--- src/rtl/trng_core.sv ---
module trng_core #(
  parameter int          SEED_CYCLES  = 16,
  parameter logic [31:0] LFSR_INIT    = 32'h1ACE_B00C,
  parameter logic [31:0] KEY_INIT     = 32'h5EED_0001,
  parameter bit          RDY_AT_RESET = 1'b1
) (
  input  logic        clk,
  input  logic        rst_n,
  input  logic        bus_en,
  input  logic        bus_we,
  input  logic [7:0]  bus_addr,
  input  logic [31:0] bus_wdata,
  output logic [31:0] bus_rdata,
  output logic        irq
);
  localparam int SCW = $clog2(SEED_CYCLES + 1);
  localparam int CW  = (SCW > 3) ? SCW : 3;
  localparam logic [1:0] OP_IDLE = 2'd0;
  localparam logic [1:0] OP_GEN  = 2'd1;
  localparam logic [1:0] OP_SEED = 2'd2;
  localparam logic [31:0] VERSION = 32'h0000_46BC;

  logic [1:0]       op_q;
  logic [CW-1:0]    cnt_q;
  logic             mode_wide_q, gen_wide_q;
  logic             ie_glb_q;
  logic [1:0]       ie_mask_q;
  logic [1:0]       ist_q;
  logic [7:0][31:0] words_q;
  logic [31:0]      reseed_n_q, units_q, lfsr_q, key_q;

  wire wr      = bus_en & bus_we;
  wire busy    = op_q != OP_IDLE;
  wire cmd_wr  = wr && bus_addr == 8'h00 && !busy &&
                 (bus_wdata[1:0] == OP_GEN || bus_wdata[1:0] == OP_SEED);
  wire gen_done  = op_q == OP_GEN && cnt_q == (gen_wide_q ? CW'(7) : CW'(3));
  wire seed_done = op_q == OP_SEED && cnt_q == CW'(SEED_CYCLES - 1);
  wire [31:0] units_next = units_q + (gen_wide_q ? 32'd2 : 32'd1);
  wire need_reseed = reseed_n_q != 32'd0 && units_next >= reseed_n_q;
  wire [31:0] lfsr_next = {lfsr_q[30:0], lfsr_q[31] ^ lfsr_q[21] ^ lfsr_q[1] ^ lfsr_q[0]};
  wire [31:0] mix = (lfsr_q ^ {key_q[18:0], key_q[31:19]}) + {{(32-CW){1'b0}}, cnt_q};
  wire [31:0] key_next = key_q ^ {lfsr_q[6:0], lfsr_q[31:7]};
  wire [1:0] ist_set = {seed_done, gen_done};

  assign irq = ie_glb_q & |(ie_mask_q & ist_q);

  always_ff @(posedge clk or negedge rst_n) begin
    if (!rst_n) begin
      op_q        <= OP_IDLE;
      cnt_q       <= '0;
      mode_wide_q <= 1'b0;
      gen_wide_q  <= 1'b0;
      ie_glb_q    <= 1'b0;
      ie_mask_q   <= 2'b00;
      words_q     <= '0;
      reseed_n_q  <= '0;
      units_q     <= '0;
      lfsr_q      <= LFSR_INIT;
      key_q       <= KEY_INIT;
    end else begin
      lfsr_q <= lfsr_next;
      if (cmd_wr) begin
        op_q       <= bus_wdata[1:0];
        cnt_q      <= '0;
        gen_wide_q <= mode_wide_q;
      end else if (op_q == OP_GEN) begin
        words_q[cnt_q[2:0]] <= mix;
        if (gen_done) begin
          cnt_q <= '0;
          if (need_reseed) begin
            op_q    <= OP_SEED;
            units_q <= '0;
          end else begin
            op_q    <= OP_IDLE;
            units_q <= units_next;
          end
        end else begin
          cnt_q <= cnt_q + CW'(1);
        end
      end else if (op_q == OP_SEED) begin
        key_q <= key_next;
        if (seed_done) begin
          op_q  <= OP_IDLE;
          cnt_q <= '0;
        end else begin
          cnt_q <= cnt_q + CW'(1);
        end
      end
      if (wr && bus_addr == 8'h08) mode_wide_q <= bus_wdata[3];
      if (wr && bus_addr == 8'h10) begin
        ie_glb_q  <= bus_wdata[31];
        ie_mask_q <= bus_wdata[1:0];
      end
      if (wr && bus_addr == 8'h60) begin
        reseed_n_q <= bus_wdata;
        units_q    <= '0;
      end
    end
  end

  always_ff @(posedge clk or negedge rst_n) begin
    if (!rst_n) ist_q <= {1'b0, RDY_AT_RESET};
    else if (wr && bus_addr == 8'h14) ist_q <= (ist_q & ~bus_wdata[1:0]) | ist_set;
    else ist_q <= ist_q | ist_set;
  end

  always_comb begin
    bus_rdata = '0;
    if (bus_addr[7:5] == 3'b001) bus_rdata = words_q[bus_addr[4:2]];
    else case (bus_addr)
      8'h00: bus_rdata = {30'd0, op_q};
      8'h08: bus_rdata = {28'd0, mode_wide_q, 3'd0};
      8'h10: bus_rdata = {ie_glb_q, 29'd0, ie_mask_q};
      8'h14: bus_rdata = {30'd0, ist_q};
      8'h60: bus_rdata = reseed_n_q;
      8'hF0: bus_rdata = VERSION;
      default: bus_rdata = '0;
    endcase
  end
endmodule

--- config.mk ---
export PLATFORM = sky130hd
export DESIGN_NAME = trng_core
export DESIGN_NICKNAME = d
export VERILOG_FILES = /design/src/rtl/trng_core.sv
export SDC_FILE = /design/constraint.sdc
export NUM_CORES = 1
export LEC_CHECK = 0
export BUFFER_PORTS_ARGS = -buffer_cell sky130_fd_sc_hd__buf_2
export CAP_MARGIN = 30
export CORE_AREA = 2 2 166 201
export DETAILED_ROUTE_END_ITERATION = 7
export DIE_AREA = 0 0 168 203
export MAX_ROUTING_LAYER = met4
export PLACE_DENSITY = 0.89
export SLEW_MARGIN = 20
export SYNTH_ARGS = -nofsm -noshare
export SYNTH_HDL_FRONTEND = slang
export SYNTH_SLANG_ARGS = --single-unit
--- constraint.sdc ---
create_clock -name clk -period 12.2 [get_ports clk]
set_input_delay 0 -clock clk [delete_from_list [all_inputs] [get_ports clk]]
set_output_delay 0 -clock clk [all_outputs]
set_load 0.03 [all_outputs]
Word-level counts from Yosys, hierarchy flattened
Cells that the tools add are included.

storage, ports and cells
  flip-flop bits (word level) = 398
  input bits = 44
  word-level logic and storage cells = 105

operators by class
  $add $sub $neg = 3
  $lt $le $gt $ge = 4
  eq/ne operators = 14
  multiplexer cells = 26
  bitwise logic cells = 14
  reductions and logical operators = 25

operators with widths
  cell                 count
  $bwmux 256           1
  $mux 32              8
  $pmux 32 s6          1
  $bmux 32 s3          1
  $demux 32 s3         1
  $xor 32x32->32       2
  $add 32x2->32        1
  $add 32x5->32        1
  $ge 32x32->1         1
  $reduce_bool 32->1   1
  $mux 5               5
  $eq 8x5->1 const B   2
  $mux 2               8
  $logic_and 1x1->1    11
  $reduce_and 3->1     3
  $eq 8x4->1 const B   1
  $eq 8x7->1 const B   1
  $eq 8x8->1 const B   1
  $logic_not 8->1      1
  $lt 3x4->1 const B   2
  $reduce_bool 2->1    3
  $reduce_bool 3->1    2
  $add 5x1->5 const B  1
  $eq 5x3->1           1
  18 further kinds     26

Longest topological paths before layout
Gate-level depths: netlist (run 1).

  depth in word-level cells = 9
  depth in mapped cells = 18

Worst setup path before layout (run 1)
No wires, ideal clock.

  path kind = register -> register
  start point = reg gen_wide_q
  end point = reg units_q[23]
  data arrival time = 4.058 ns
  data required time = 12.118 ns
  slack = 8.060 ns
  stages on the path, launching flop included = 18
  path buffers = 2
  cells stage by stage = dfrtp_1 ha_1 a21o_1 and3_1 nor4b_1 and3_1 clkbuf_1 nand4_1 nand2b_1 nand2_1 ha_1 and4_1 a221oi_1 o22ai_1 a21oi_1 clkbuf_1 nand3_1 a31oi_1

between the ends
  word-level cells in the longest chain between the ends = 9

RTL lines
  element                   RTL line  text
  start: declaration        25        logic mode_wide_q, gen_wide_q;
  start signal: assignment  65        gen_wide_q <= mode_wide_q;
  $mux 2                    38        wire [31:0] units_next = units_q + (gen_wide_q ? 32'd2 : 32'd1);
  $add 32x2->32             38
  $ge 32x32->1              39        wire need_reseed = reseed_n_q != 32'd0 && units_next >= reseed_n_q;
  $logic_and 1x1->1         39
  $mux 32                   70        if (need_reseed) begin
  $mux 32                   68        if (gen_done) begin
  $mux 32                   66        end else if (op_q == OP_GEN) begin
  $mux 32                   62        if (cmd_wr) begin
  $mux 32                   94        if (wr && bus_addr == 8'h60) begin
  end signal: assignment    75        units_q <= units_next;
  end: declaration          30        logic [31:0] reseed_n_q, units_q, lfsr_q, key_q;

Several ways; a longest one is shown, not always the timed one. The select of a mux whose other input is x is not followed.
A chain may end at the register's enable or synchronous reset.

Worst setup path after layout (run 1)
  start point = reg gen_wide_q
  end point = reg units_q[28]

Same word-level chain as after synthesis.

==> impl_results.md, run 1 <==
* CP Max Fanout at 23
* Vias at approximately 15,000
* Synthesized area at roughly 19,000 um^2
* Antenna violations before repair at 2
* Ys flop type: dfrtp_1
* Crit path buf inv count at 2
* Filler cell count at about 2,100
* CTS tree: yes
* Hold Crit Endpoint: ist_q[0]$_DFF_PN1_
* Top cells by count, synth: dfrtp_1 (372), nand2_1 (358), o21ai_0 (259), xnor2_1 (89), clkbuf_1 (87)
* Clk root buf: clkbuf_16
* Max_cap viols at 0
* CORE AREA at about 32,000 um^2
* Setup Crit Path Kind: flop to flop
* Reg2reg path depth at 17
* Critical Path RT at between 10 and 15 ns
* Final setup viols at 0
* Post-synth EDFFs at 0
* Crit-path cells: inv_1 > ha_1 > a21o_1 > and3_1 > nor4b_1 > and3_1 > nand3_1 > xnor2_1 > ha_1 > a21oi_1 > o21ai_0 > a221oi_1 > o22ai_1 > a21oi_2 > buf_4 > nand2_1 > o21ai_0
* Hold Fails Final Rpt at 0
* Largest net degree at the start of global routing at 190
* DRT iter0 DRCs at approximately 1,500
* TritonRoute pass-1 iters at 6
* Total negative slack at 0 ns
* Chip height at just over 200 um
* Starting Density at 59.48%
* Leak at around 9.6 nW
* Synthesized netlist cell count at 1,766
* Seq/Total Area, Yosys at roughly 53%
* Area grow syn2layout at 11.93%
* Unrepaired setup endpoints after global routing: false
* Hold WS at 0.0004992 ns
* Die area at approximately 34,000 um^2
* Setup crit end kind: flop
* GRT Residual Overflow at 0
* Synth cell types at between 50 and 60
* Drt drc at 0
* Peak Freq at between 150 and 200 MHz
* Cell count after placement at ~2,200
* Largest area contributor in the netlist: dfrtp_1
* Hold_sp: bus_addr[2]
* All-Layer GR Usage at between 30% and 40%
* Levels on crit path at 17
* Non-filler cells, final at about 2,300
* Share of layout cells above drive strength 1 at 17.55%
* Htree depth at 2
* Critical path's slowest cell: nor4b_1
* Post-Syn Nets at 1,853
* Top cell type's share of synthesized area at around half
* Setup slack after layout at about 7 ns
* Reg2reg start: gen_wide_q$_DFFE_PN0P_
* Pins Over Slew Limit at 0
* Routed Antenna Nets at 0
* Asr flop ratio synth at 100.0%
* PortBufs at between 70 and 80
* Hold depth at 3
* Worst-path clk slew at about 0.070 ns
* CTS max path bufs at 3
* First-pass GRT wire length at 80.27 mm
* Mean post-synth cell area at 10.77 um^2
* Row Count at 72
* Clock sinks at slightly below 400
* Fin crit share at a little over two fifths
* # nets final at a little under 2,000
* Final min period at roughly 5.2 ns
* Layout Utilization at between 60% and 70%
* Pre-CTS WS at ~7.0 ns
* Die X at between 150 and 200 um
* Cell with the most instances after synthesis: dfrtp_1
* CP startpoint kind: flop
* Peak supply drop at between 0.09 and 0.1 mV
* WL per Instance at around 22 um
* Status: finished, final reports clean
* Reg2reg setup slack at roughly 7.0 ns
* Synth warn at 0
* DR vias/cell at 6.505
* Clock skew at 0.01598 ns
* Post-CTS setup buffers at 0
* Flops & latches, synth at slightly below 400
* GP Congestion at between 0.9 and 1
* Worst slew pin tran at 1.055 ns
* Pwr/cell area at between 100 and 150 nW/um^2
* Clk_lat worst skew at about 0.54 ns
* Reg2reg end: units_q[28]$_DFFE_PN0P_
* DP HPWL at approximately 31 mm
* HP Class: input port to flop
* Io pins at 77
* Vias in the first global route at 15,180
* Synth top area cells: dfrtp_1 (49%), mux4_2 (7.6%), nand2_1 (7.1%)
* Delay-heaviest family, CP: compound AO/OA/AOI/OAI gates
* Final Routed Wirelength at 50.16 mm
* Slew headroom at around 30%
* Worst path max stage delay at ~0.59 ns
* Num CTS Buffers at 38
* WP data arrival at around 5.6 ns
==> cells in the final DEF, fill, tap and decap left out, types with 7 or more instances in the layout <==
cell type,n
dfstp_2,26
nor4_1,15
buf_2,74
a31oi_1,7
nand2_1,355
a32o_1,9
xor2_1,36
o21ai_0,259
dfrtp_1,372
buf_4,19
dlygate4sd3_1,35
clkbuf_16,39
inv_1,43
xnor2_1,89
mux2i_1,33
nor2_1,33
nand4_1,19
mux2_2,62
clkinv_2,10
nand3_1,36
a21oi_1,44
ha_1,41
mux4_2,64
o21ai_1,11
clkbuf_1,12
nor3_1,12
and3_1,11
==> stage by stage <==
step           instance area [um^2]  power [mW]
6_report                      21290       2.588
5_1_grt                       21290       2.657
4_1_cts                       21280       2.589
3_5_place_dp                  19770       1.472
3_3_place_gp                  19750       1.468
2_1_floorplan                 19020       1.415
==> power by group <==
group          switching (mW)  total (mW)  internal [mW]  leakage (nW)
registers             0.00962        1.34           1.33          5.22
clock network           0.499        1.13          0.630         0.574
logic                  0.0806       0.122         0.0416          3.80
total                   0.589        2.59           2.00          9.59
==> flip-flops by register name, indices dropped and copies added (netlist names) <==
register     count
reseed_n_q      32
key_q           32
gen_wide_q       1
ie_mask_q        2
ist_q            2
lfsr_q          32
mode_wide_q      1
op_q             2
cnt_q            5
ie_glb_q         1
words_q        256
units_q         32
==> worst reg2reg max path: stages, from the launching register on <==
cell and delay [ns]:
dfrtp_1 0.45, inv_1 0.11, ha_1 0.20, a21o_1 0.17, and3_1 0.26, nor4b_1 0.59, and3_1 0.45, nand3_1 0.14
xnor2_1 0.20, ha_1 0.29, a21oi_1 0.19, o21ai_0 0.11, a221oi_1 0.38, o22ai_1 0.17, a21oi_2 0.57, buf_4 0.40
nand2_1 0.22, o21ai_0 0.21
==> final cells by class <==
type | count | area, um^2 | area share (%)
well taps | 407 | 509.2 | 2.392
inverters | 43 | 161.4 | 0.7581
multi-input cells | 1223 | 8534 | 40.09
diodes | 2 | 5.005 | 0.02351
clock buffers | 54 | 1062 | 4.989
flip-flops and latches | 398 | 9992 | 46.93
repair buffers | 132 | 929.6 | 4.366
clock inverters | 13 | 96.34 | 0.4525
==> worst max-delay path by stage <==
stage | slack, ns | start | end
2_1_floorplan | 8.06 | gen_wide_q$_DFFE_PN0P_ | units_q[23]$_DFFE_PN0P_
3_3_place_gp | 7.26 | gen_wide_q$_DFFE_PN0P_ | units_q[31]$_DFFE_PN0P_
3_5_place_dp | 6.96 | gen_wide_q$_DFFE_PN0P_ | units_q[1]$_DFFE_PN0P_
4_1_cts | 6.94 | gen_wide_q$_DFFE_PN0P_ | units_q[28]$_DFFE_PN0P_
5_1_grt | 6.65 | gen_wide_q$_DFFE_PN0P_ | units_q[0]$_DFFE_PN0P_
6_report | 7.02 | gen_wide_q$_DFFE_PN0P_ | units_q[28]$_DFFE_PN0P_
==> per-layer routing <==
layer	routed length (um)	GRT usage [%]
met3	4463	5.653
met1	18630	37.77
met2	24940	50.12
met4	2130	14.38
met5	0	-
==> kinds of logic after synthesis <==
kind of cell | count (synthesis) | share of synthesized area [%]
AOI/OAI and AO/OA | 360 | 10.18
xor gates and xnor gates | 129 | 6.098
adders and majority gates | 43 | 2.908
buffers and inverters | 145 | 2.868
DFF | 398 | 52.53
muxes | 159 | 12.99
and+or+nand+nor | 532 | 12.43
==> what timing repair did <==
item,4_1_cts,5_1_grt
resized for setup,0,0
hold endpoints to repair,166,0
hold buffers,35,0
(Power assumes the default switching activity.)
==> run 2: changes to the inputs <==
--- a/config.mk
+++ b/config.mk
@@ -5,13 +5,14 @@
 export SDC_FILE = /design/constraint.sdc
 export NUM_CORES = 1
 export LEC_CHECK = 0
+export ABC_AREA = 1
 export BUFFER_PORTS_ARGS = -buffer_cell sky130_fd_sc_hd__buf_2
 export CAP_MARGIN = 30
-export CORE_AREA = 2 2 166 201
+export CORE_AREA = 2 2 176 212
 export DETAILED_ROUTE_END_ITERATION = 7
-export DIE_AREA = 0 0 168 203
+export DIE_AREA = 0 0 178 214
 export MAX_ROUTING_LAYER = met4
-export PLACE_DENSITY = 0.89
+export PLACE_DENSITY = 0.88
 export SLEW_MARGIN = 20
 export SYNTH_ARGS = -nofsm -noshare
 export SYNTH_HDL_FRONTEND = slang
==> constraint.sdc (replaced) <==
create_clock -name clk -period 4.3 [get_ports clk]
set_input_delay 0 -clock clk [delete_from_list [all_inputs] [get_ports clk]]
set_output_delay 0 -clock clk [all_outputs]
set_load 0.03 [all_outputs]
==> run 2 against run 1 <==
Compared with the run above:
- die area up 12%
- count of clock-buffer cells in the layout rose by 5
- critical path depth grew 3
- non-clock buffer count grew 10
==> impl_results.md, run 2 <==
* Delay-heaviest family, CP: simple AND/OR/NAND/NOR gates
* Top reg by flops: words_q
* Reg2reg end: units_q[29]$_DFFE_PN0P_
* Crit path buf inv count at 4
* WP data arrival at just over 4 ns
* Max_cap viols at 0
* Clock group share of total power at between 40% and 50%
* Clk root buf: clkbuf_16
* Crit-path cells: inv_1 > ha_1 > fa_1 > nand2_1 > inv_1 > nand2_1 > nor3_1 > nand4_1 > xnor2_1 > ha_1 > nand2_1 > nor2_1 > nand2_1 > inv_1 > a21oi_1 > nand2_1 > nand2_1 > buf_4 > nand3_1 > nand2_1
* Flop pwr share at between 40 and 50%
* GRT Residual Overflow at 0
* Post-synth EDFFs at 0
* Worst-path clk slew at about 0.060 ns
* Status: finished, final reports clean
* Routed Antenna Nets at 0
* Num CTS Buffers at 41
* Int Pwr at approximately 5.9 mW
* DRT iter0 DRCs at 2,431
* Clk_lat worst skew at between 0.5 and 0.6 ns
* HP Class: input port to flop
* CORE AREA at about 36,000 um^2
* Mean post-synth cell area at 8.141 um^2
* Net switching power at approximately 1.9 mW
* Seq/Total Area, Yosys at about 50%
* Leak at 11.12 nW
* CP startpoint kind: flop
* Ys flop type: dfrtp_1
* Hold depth at 5
* Row Count at between 70 and 80
* Hold Fails Final Rpt at 0
* Die X at 178 um
* Starting Density at between 50% and 60%
* Peak supply drop at between 0.2 and 0.25 mV
* Hold Crit Endpoint: mode_wide_q$_DFFE_PN0P_
* CTS max path bufs at 3
* WL per Instance at about 20 um
* Pwr/cell area at 345.6 nW/um^2
* Post-Synth XOR/XNOR Area at ~5.5%
* # resized after CTS at 0
* Setup Crit Path Kind: flop to flop
* Synth cell types at 46
* All-Layer GR Usage at between 30% and 40%
* Synthesized netlist cell count at between 2,000 and 2,500
* First-pass GRT wire length at about 95 mm
* GP Congestion at just under 1
* Switching share of power at a little under a quarter
* Drt drc at 0
* Synth warn at 0
* Largest net degree at the start of global routing at 140
* Clock skew at ~0.033 ns
* PortBufs at 76
* Highest-count cells in the layout ignoring fill and taps: nand2_1 (826), dfrtp_1 (372), o21ai_0 (289)
* Largest area contributor in the netlist: dfrtp_1
* Multiplexer share of the synthesized area at 0%
* Final setup viols at 0
* Post-Syn Nets at between 2,000 and 3,000
* Reg2reg path depth at 20
* Worst path max stage delay at a little over 0.5 ns
* Share of layout cells above drive strength 1 at under 10%
* Post-Synth Simple-Gate Area at ~24%
* Final Routed Wirelength at 60.55 mm
* Reg2reg setup slack at between 0.7 and 0.8 ns
* Peak Freq at between 200 and 300 MHz
* CTS tree: yes
* Largest family of logic cells by synthesized area: simple AND/OR/NAND/NOR gates
* Complex-gate fraction of the synthesized area at 12.16%
* Total negative slack at 0 ns
* Asr flop ratio synth at 100.0%
* Top cell type's share of synthesized area at 46.58%
* Synth top area cells: dfrtp_1 (47%), nand2_1 (16%), o21ai_0 (7.2%)
* Reg2reg start: gen_wide_q$_DFFE_PN0P_
* Chip height at about 210 um
* # nets final at between 2,000 and 3,000
* Htree depth at 2
* Synthesized area at approximately 20,000 um^2
* DP HPWL at about 39 mm
* Fin crit share at between 80 and 90%
* CP Max Fanout at 18
* Clock sinks at 398
* Commonest non-fill, non-tap cell in the layout: nand2_1
* Antenna violations before repair at 1
* Pins Over Slew Limit at 0
* Area grow syn2layout at 12.60%
* DR vias/cell at between 6 and 7
* Die area at 38,090 um^2
* Hold_sp: bus_we
* Flops & latches, synth at approximately 400
* Post-CTS setup buffers at 0
* Synth Area in Adders at approximately 2.8%
* Vias in the first global route at around 18,000
* Worst slew pin tran at ~1 ns
* Slew headroom at 32.19%
* Tot Pwr at around 8 mW
* TritonRoute pass-1 iters at 6
* Io pins at just under 80
* Critical path's slowest cell: nor3_1
* Most frequent CP cell: nand2_1
* Top cells by count, synth: nand2_1 (826), dfrtp_1 (372), o21ai_0 (289), inv_1 (157), nor2_1 (154)
* Setup crit end kind: flop
* Critical Path RT at about 4.8 ns
* Max FFs per register at 256
* Comb pwr share at approximately 5.6%
* Vias at ~18,000
* Unrepaired setup endpoints after global routing: false
* Final min period at 3.540 ns
* Cell with the most instances after synthesis: nand2_1
-- run 2: changes by cell type in the layout (fill, tap and decap cells not counted), moves of 33 or more --
cell and change:
a221oi_1 +40, mux2i_1 -33, nand2_1 +471, nand3_1 +86, mux4_2 -64, nor2_1 +118, mux2_2 -62, inv_1 +114
-- run 2: timing repair --
action / CTS / global route
setup endpoints to repair: 0 / 0
hold buffers: 36 / 1
endpoints found under the hold margin: 170 / 43
-- run 2: metrics by stage --
| step | instances | hold WS (ns) | util, % | worst slack (ns) | cell area [um^2] |
|---|---|---|---|---|---|
| final | 3032 | 0.09035 | 62.77 | 0.7597 | 22500 |
| after global routing | 3032 | 0.09762 | 62.77 | 0.4147 | 22500 |
| after CTS | 3028 | 0.08036 | 62.60 | 0.7707 | 22440 |
| after detailed placement | 2918 | 0.2075 | 57.94 | 0.7891 | 20770 |
| after global placement | 2918 | 0.2023 | 57.94 | 0.8423 | 20770 |
| after floorplan | 2455 | -0.2956 | - | 1.277 | 19990 |
-- run 2: layout make-up --
cell class,count,area (um^2)
fill,2842,13350
sequential,398,9992
multi-input combinational,1778,8934
clock buffer,59,1144
timing repair buffer,142,1036
inverter,171,641.9
tap,468,585.6
clock inverter,15,167.7
antenna,1,2.502
-- run 2: worst register-to-register path, delay by kind of cell (launching register included) --
kind,cells,cell delay (ns)
simple gates,11,1.47
fa+ha+maj,3,0.68
flops,1,0.44
compound gates,1,0.14
buf+inv,4,0.48
xor+xnor,1,0.26
-- run 2: logic make-up (layout without fill, tap and decap cells) --
logic type               count (synthesis)  after routing
AO/OA/AOI/OAI                          432            432
XOR/XNOR                               116            116
AND/OR/NAND/NOR                       1187           1187
buffers and inverters                  279            387
adder cells (fa/ha/maj)                 43             43
flip-flops                             398            398
other                                    0              1
-- run 2: power groups by stage --
stage | logic (mW) | registers (mW) | clock network [mW]
6_report | 0.435 | 3.79 | 3.55
5_1_grt | 0.474 | 3.79 | 3.73
4_1_cts | 0.420 | 3.79 | 3.57
3_5_place_dp | 0.392 | 3.86 | 0
3_3_place_gp | 0.380 | 3.85 | 0
2_1_floorplan | 0.195 | 3.85 | 0
-- run 2: worst max path at each step --
stage | start | endpoint | slack [ns] | cells past startpoint
3_3_place_gp | gen_wide_q$_DFFE_PN0P_ | units_q[22]$_DFFE_PN0P_ | 0.84 | 20
3_5_place_dp | gen_wide_q$_DFFE_PN0P_ | units_q[29]$_DFFE_PN0P_ | 0.79 | 20
4_1_cts | gen_wide_q$_DFFE_PN0P_ | units_q[29]$_DFFE_PN0P_ | 0.77 | 20
2_1_floorplan | gen_wide_q$_DFFE_PN0P_ | units_q[8]$_DFFE_PN0P_ | 1.28 | 24
6_report | gen_wide_q$_DFFE_PN0P_ | units_q[29]$_DFFE_PN0P_ | 0.76 | 20
5_1_grt | gen_wide_q$_DFFE_PN0P_ | units_q[30]$_DFFE_PN0P_ | 0.41 | 20
-- run 2: metal layers --
metal  share of wire, %  vias to the layer above  global-route usage, %
met3                 10                      317                  6.993
li1                   -                     8119                      -
met1                 36                     8664                  38.32
met2                 48                     1236                  51.98
met5                  0                        -                      -
met4                6.0                        0                  19.18
==> run 3: changes to the inputs <==
==> constraint.sdc (replaced) <==
create_clock -name clk -period 2.95 [get_ports clk]
set_input_delay 0 -clock clk [delete_from_list [all_inputs] [get_ports clk]]
set_output_delay 0 -clock clk [all_outputs]
set_load 0.03 [all_outputs]
==> run 3 against run 2 <==
Compared with the run above:
- the run now ends with setup timing left
- hold slack got worse by 0.033 ns
- maximum frequency increased by 8.4%
- largest cell class unchanged
- sequential power increased by 46%
- non-clock buffer count increased by 63
==> impl_results.md, run 3 (synthesis results as in run 2) <==
* PortBufs at 76
* Chip height at ~210 um
* Worst slew pin tran at approximately 1.0 ns
* CP Max Fanout at 7
* CTS tree: yes
* Commonest non-fill, non-tap cell in the layout: nand2_1
* Io pins at a little under 80
* Largest net degree at the start of global routing at ~130
* Max FFs per register at about 260
* Worst-path clk slew at ~0.07 ns
* Filler cell count at around 2,600
* Critical Path RT at about 3.4 ns
* All-Layer GR Usage at between 30 and 40%
* CORE AREA at ~36,000 um^2
* Vias in the first global route at roughly 19,000
* GP Congestion at between 1 and 1.5
* Flop pwr share at 48.2%
* DP HPWL at 39.02 mm
* DR vias/cell at between 6 and 7
* Area grow syn2layout at 17.89%
* Pre-CTS WS at -0.3080 ns
* Setup crit end kind: flop
* Drt drc at 0
* WP data arrival at between 3 and 4 ns
* CTS max path bufs at 3
* Slew headroom at roughly 33%
* Non-filler cells, final at about 3,100
* Setup slack after layout at -0.3163 ns
* Status: complete, but fails checks
* First-pass GRT wire length at between 100 and 150 mm
* Clock skew at around 0.029 ns
* WL per Instance at between 20 and 25 um
* Cell count after placement at 2,964
* # nets final at roughly 2,700
* Clock group share of total power at between 40% and 50%
* Hold Fails Final Rpt at 0
* CP startpoint kind: flop
* Pins Over Slew Limit at 0
* Switching share of power at about a quarter
* Starting Density at 55.75%
* Clock sinks at between 300 and 400
* Setup Crit Path Kind: flop to flop
* Final setup viols at 33
* Die X at roughly 180 um
* HP Class: input port to flop
* TritonRoute pass-1 iters at 7
* Row Count at between 70 and 80
* Highest-count cells in the layout ignoring fill and taps: nand2_1 (816), dfrtp_1 (372), o21ai_0 (287)
* Clk root buf: clkbuf_16
* Fin crit share at 110.7%
* Total negative slack at -7.939 ns
* Hold WS at around 0.057 ns
* Storage element area at 9992 um^2
* Comb pwr share at 5.8%
* Antenna violations before repair at 3
* Vias at approximately 19,000
* Unrepaired setup endpoints after global routing: true
* Num CTS Buffers at 39
* Leak at 11.62 nW
* Max_cap viols at 0
* DRT iter0 DRCs at 2,211
* Final min period at roughly 3.3 ns
* Net switching power at between 2 and 3 mW
* Final Routed Wirelength at approximately 64 mm
* Routed Antenna Nets at 0
* Clk_lat worst skew at between 0.5 and 0.6 ns
* Pwr/cell area at 486.1 nW/um^2
* Int Pwr at about 8.7 mW
* Top reg by flops: words_q
* Htree depth at 2
* GRT Residual Overflow at 0
* Peak supply drop at 0.3741 mV
* Die area at about 38,000 um^2
* Peak Freq at between 300 and 400 MHz
* Failing checks: setup timing
* Multi-input gate area at about 9300 um^2
* Share of layout cells above drive strength 1 at between 10 and 15%
==> run 3: cell count changes in the layout (fill, tap and decap cells not counted), moves of 5 or more <==
cell / delta
a21oi_1: -5
a21oi_2: +5
buf_12: +8
buf_4: +49
ha_1: -5
ha_4: +5
inv_1: -5
nand2_1: -10
nand2_2: +7
nand3_1: -15
nand3_2: +14
nor2_1: -12
nor2_2: +8
nor3_1: -5
==> run 3: worst max-delay path, cell delays in order, from the launching register on <==
cell,delay [ns]
dfrtp_1,0.40
buf_6,0.14
ha_4,0.25
nand2_2,0.04
o21ai_2,0.16
buf_6,0.16
nand3_4,0.08
nor3_4,0.24
xnor2_1,0.15
inv_1,0.11
ha_4,0.29
nand2_2,0.07
nor2_4,0.13
nand4_1,0.14
nor2_2,0.11
nand2_1,0.07
nand2_2,0.09
nand2_4,0.09
buf_12,0.15
buf_16,0.14
nand3_1,0.07
nand2_1,0.05
==> run 3: power groups by stage <==
stage	Combinational (mW)	Sequential, mW	Clock, mW
detailed placement	0.589	5.62	0
global placement	0.570	5.62	0
CTS	0.644	5.52	5.27
floorplan	0.284	5.61	0
finish	0.667	5.52	5.26
global route	0.726	5.52	5.50
==> run 3: path summary, 6_finish.rpt <==
check / slack (ns) / endpoint / depth (start not counted) / startpoint
setup / recovery: -0.32 / units_q[31]$_DFFE_PN0P_ / 21 / gen_wide_q$_DFFE_PN0P_
hold / removal: 0.06 / ist_q[1]$_DFF_PN0_ / 7 / bus_addr[7]
setup reg to reg: -0.32 / units_q[31]$_DFFE_PN0P_ / 21 / gen_wide_q$_DFFE_PN0P_
hold reg to reg: 0.38 / lfsr_q[3]$_DFF_PN1_ / 0 / lfsr_q[2]$_DFF_PN1_
max in group asynchronous: 1.58 / words_q[125]$_DFFE_PN0P_ / 4 / rst_n
min in group asynchronous: 0.41 / words_q[37]$_DFFE_PN0P_ / 3 / rst_n
==> run 3: cell type report <==
class                           instances  area share [%]
Multi-Input combinational cell       1778           39.55
Clock inverter                         17           1.009
Antenna cell                            4         0.04249
Tap cell                              468           2.485
Timing Repair Buffer                  205           7.132
Sequential cell                       398           42.41
Clock buffer                           54           4.636
Inverter                              171           2.735
==> run 3: metal layers <==
metal | global-route usage, % | vias up | wire (um)
met5 | - | - | 0
met4 | 22.76 | 0 | 4556
met3 | 6.887 | 394 | 6569
met2 | 54.28 | 1331 | 30180
met1 | 40.24 | 8942 | 22440
li1 | - | 8245 | -
==> run 3: metrics by stage <==
stage | total power, mW | utilization (%) | area [um^2]
3_5_place_dp | 6.208 | 59.14 | 21200
3_3_place_gp | 6.187 | 59.06 | 21170
4_1_cts | 11.43 | 65.02 | 23310
6_report | 11.45 | 65.72 | 23560
2_1_floorplan | 5.897 | - | 19990
5_1_grt | 11.75 | 65.71 | 23560
==> run 3: what timing repair did <==
action | 4_1_cts | 5_1_grt
endpoints found under the hold margin | 339 | 0
cloned | 3 | 0
setup endpoints to repair | 34 | 75
buffers inserted | 11 | 5
pin swaps | 19 | 34
hold buffers | 38 | 0
gates resized for setup | 48 | 40
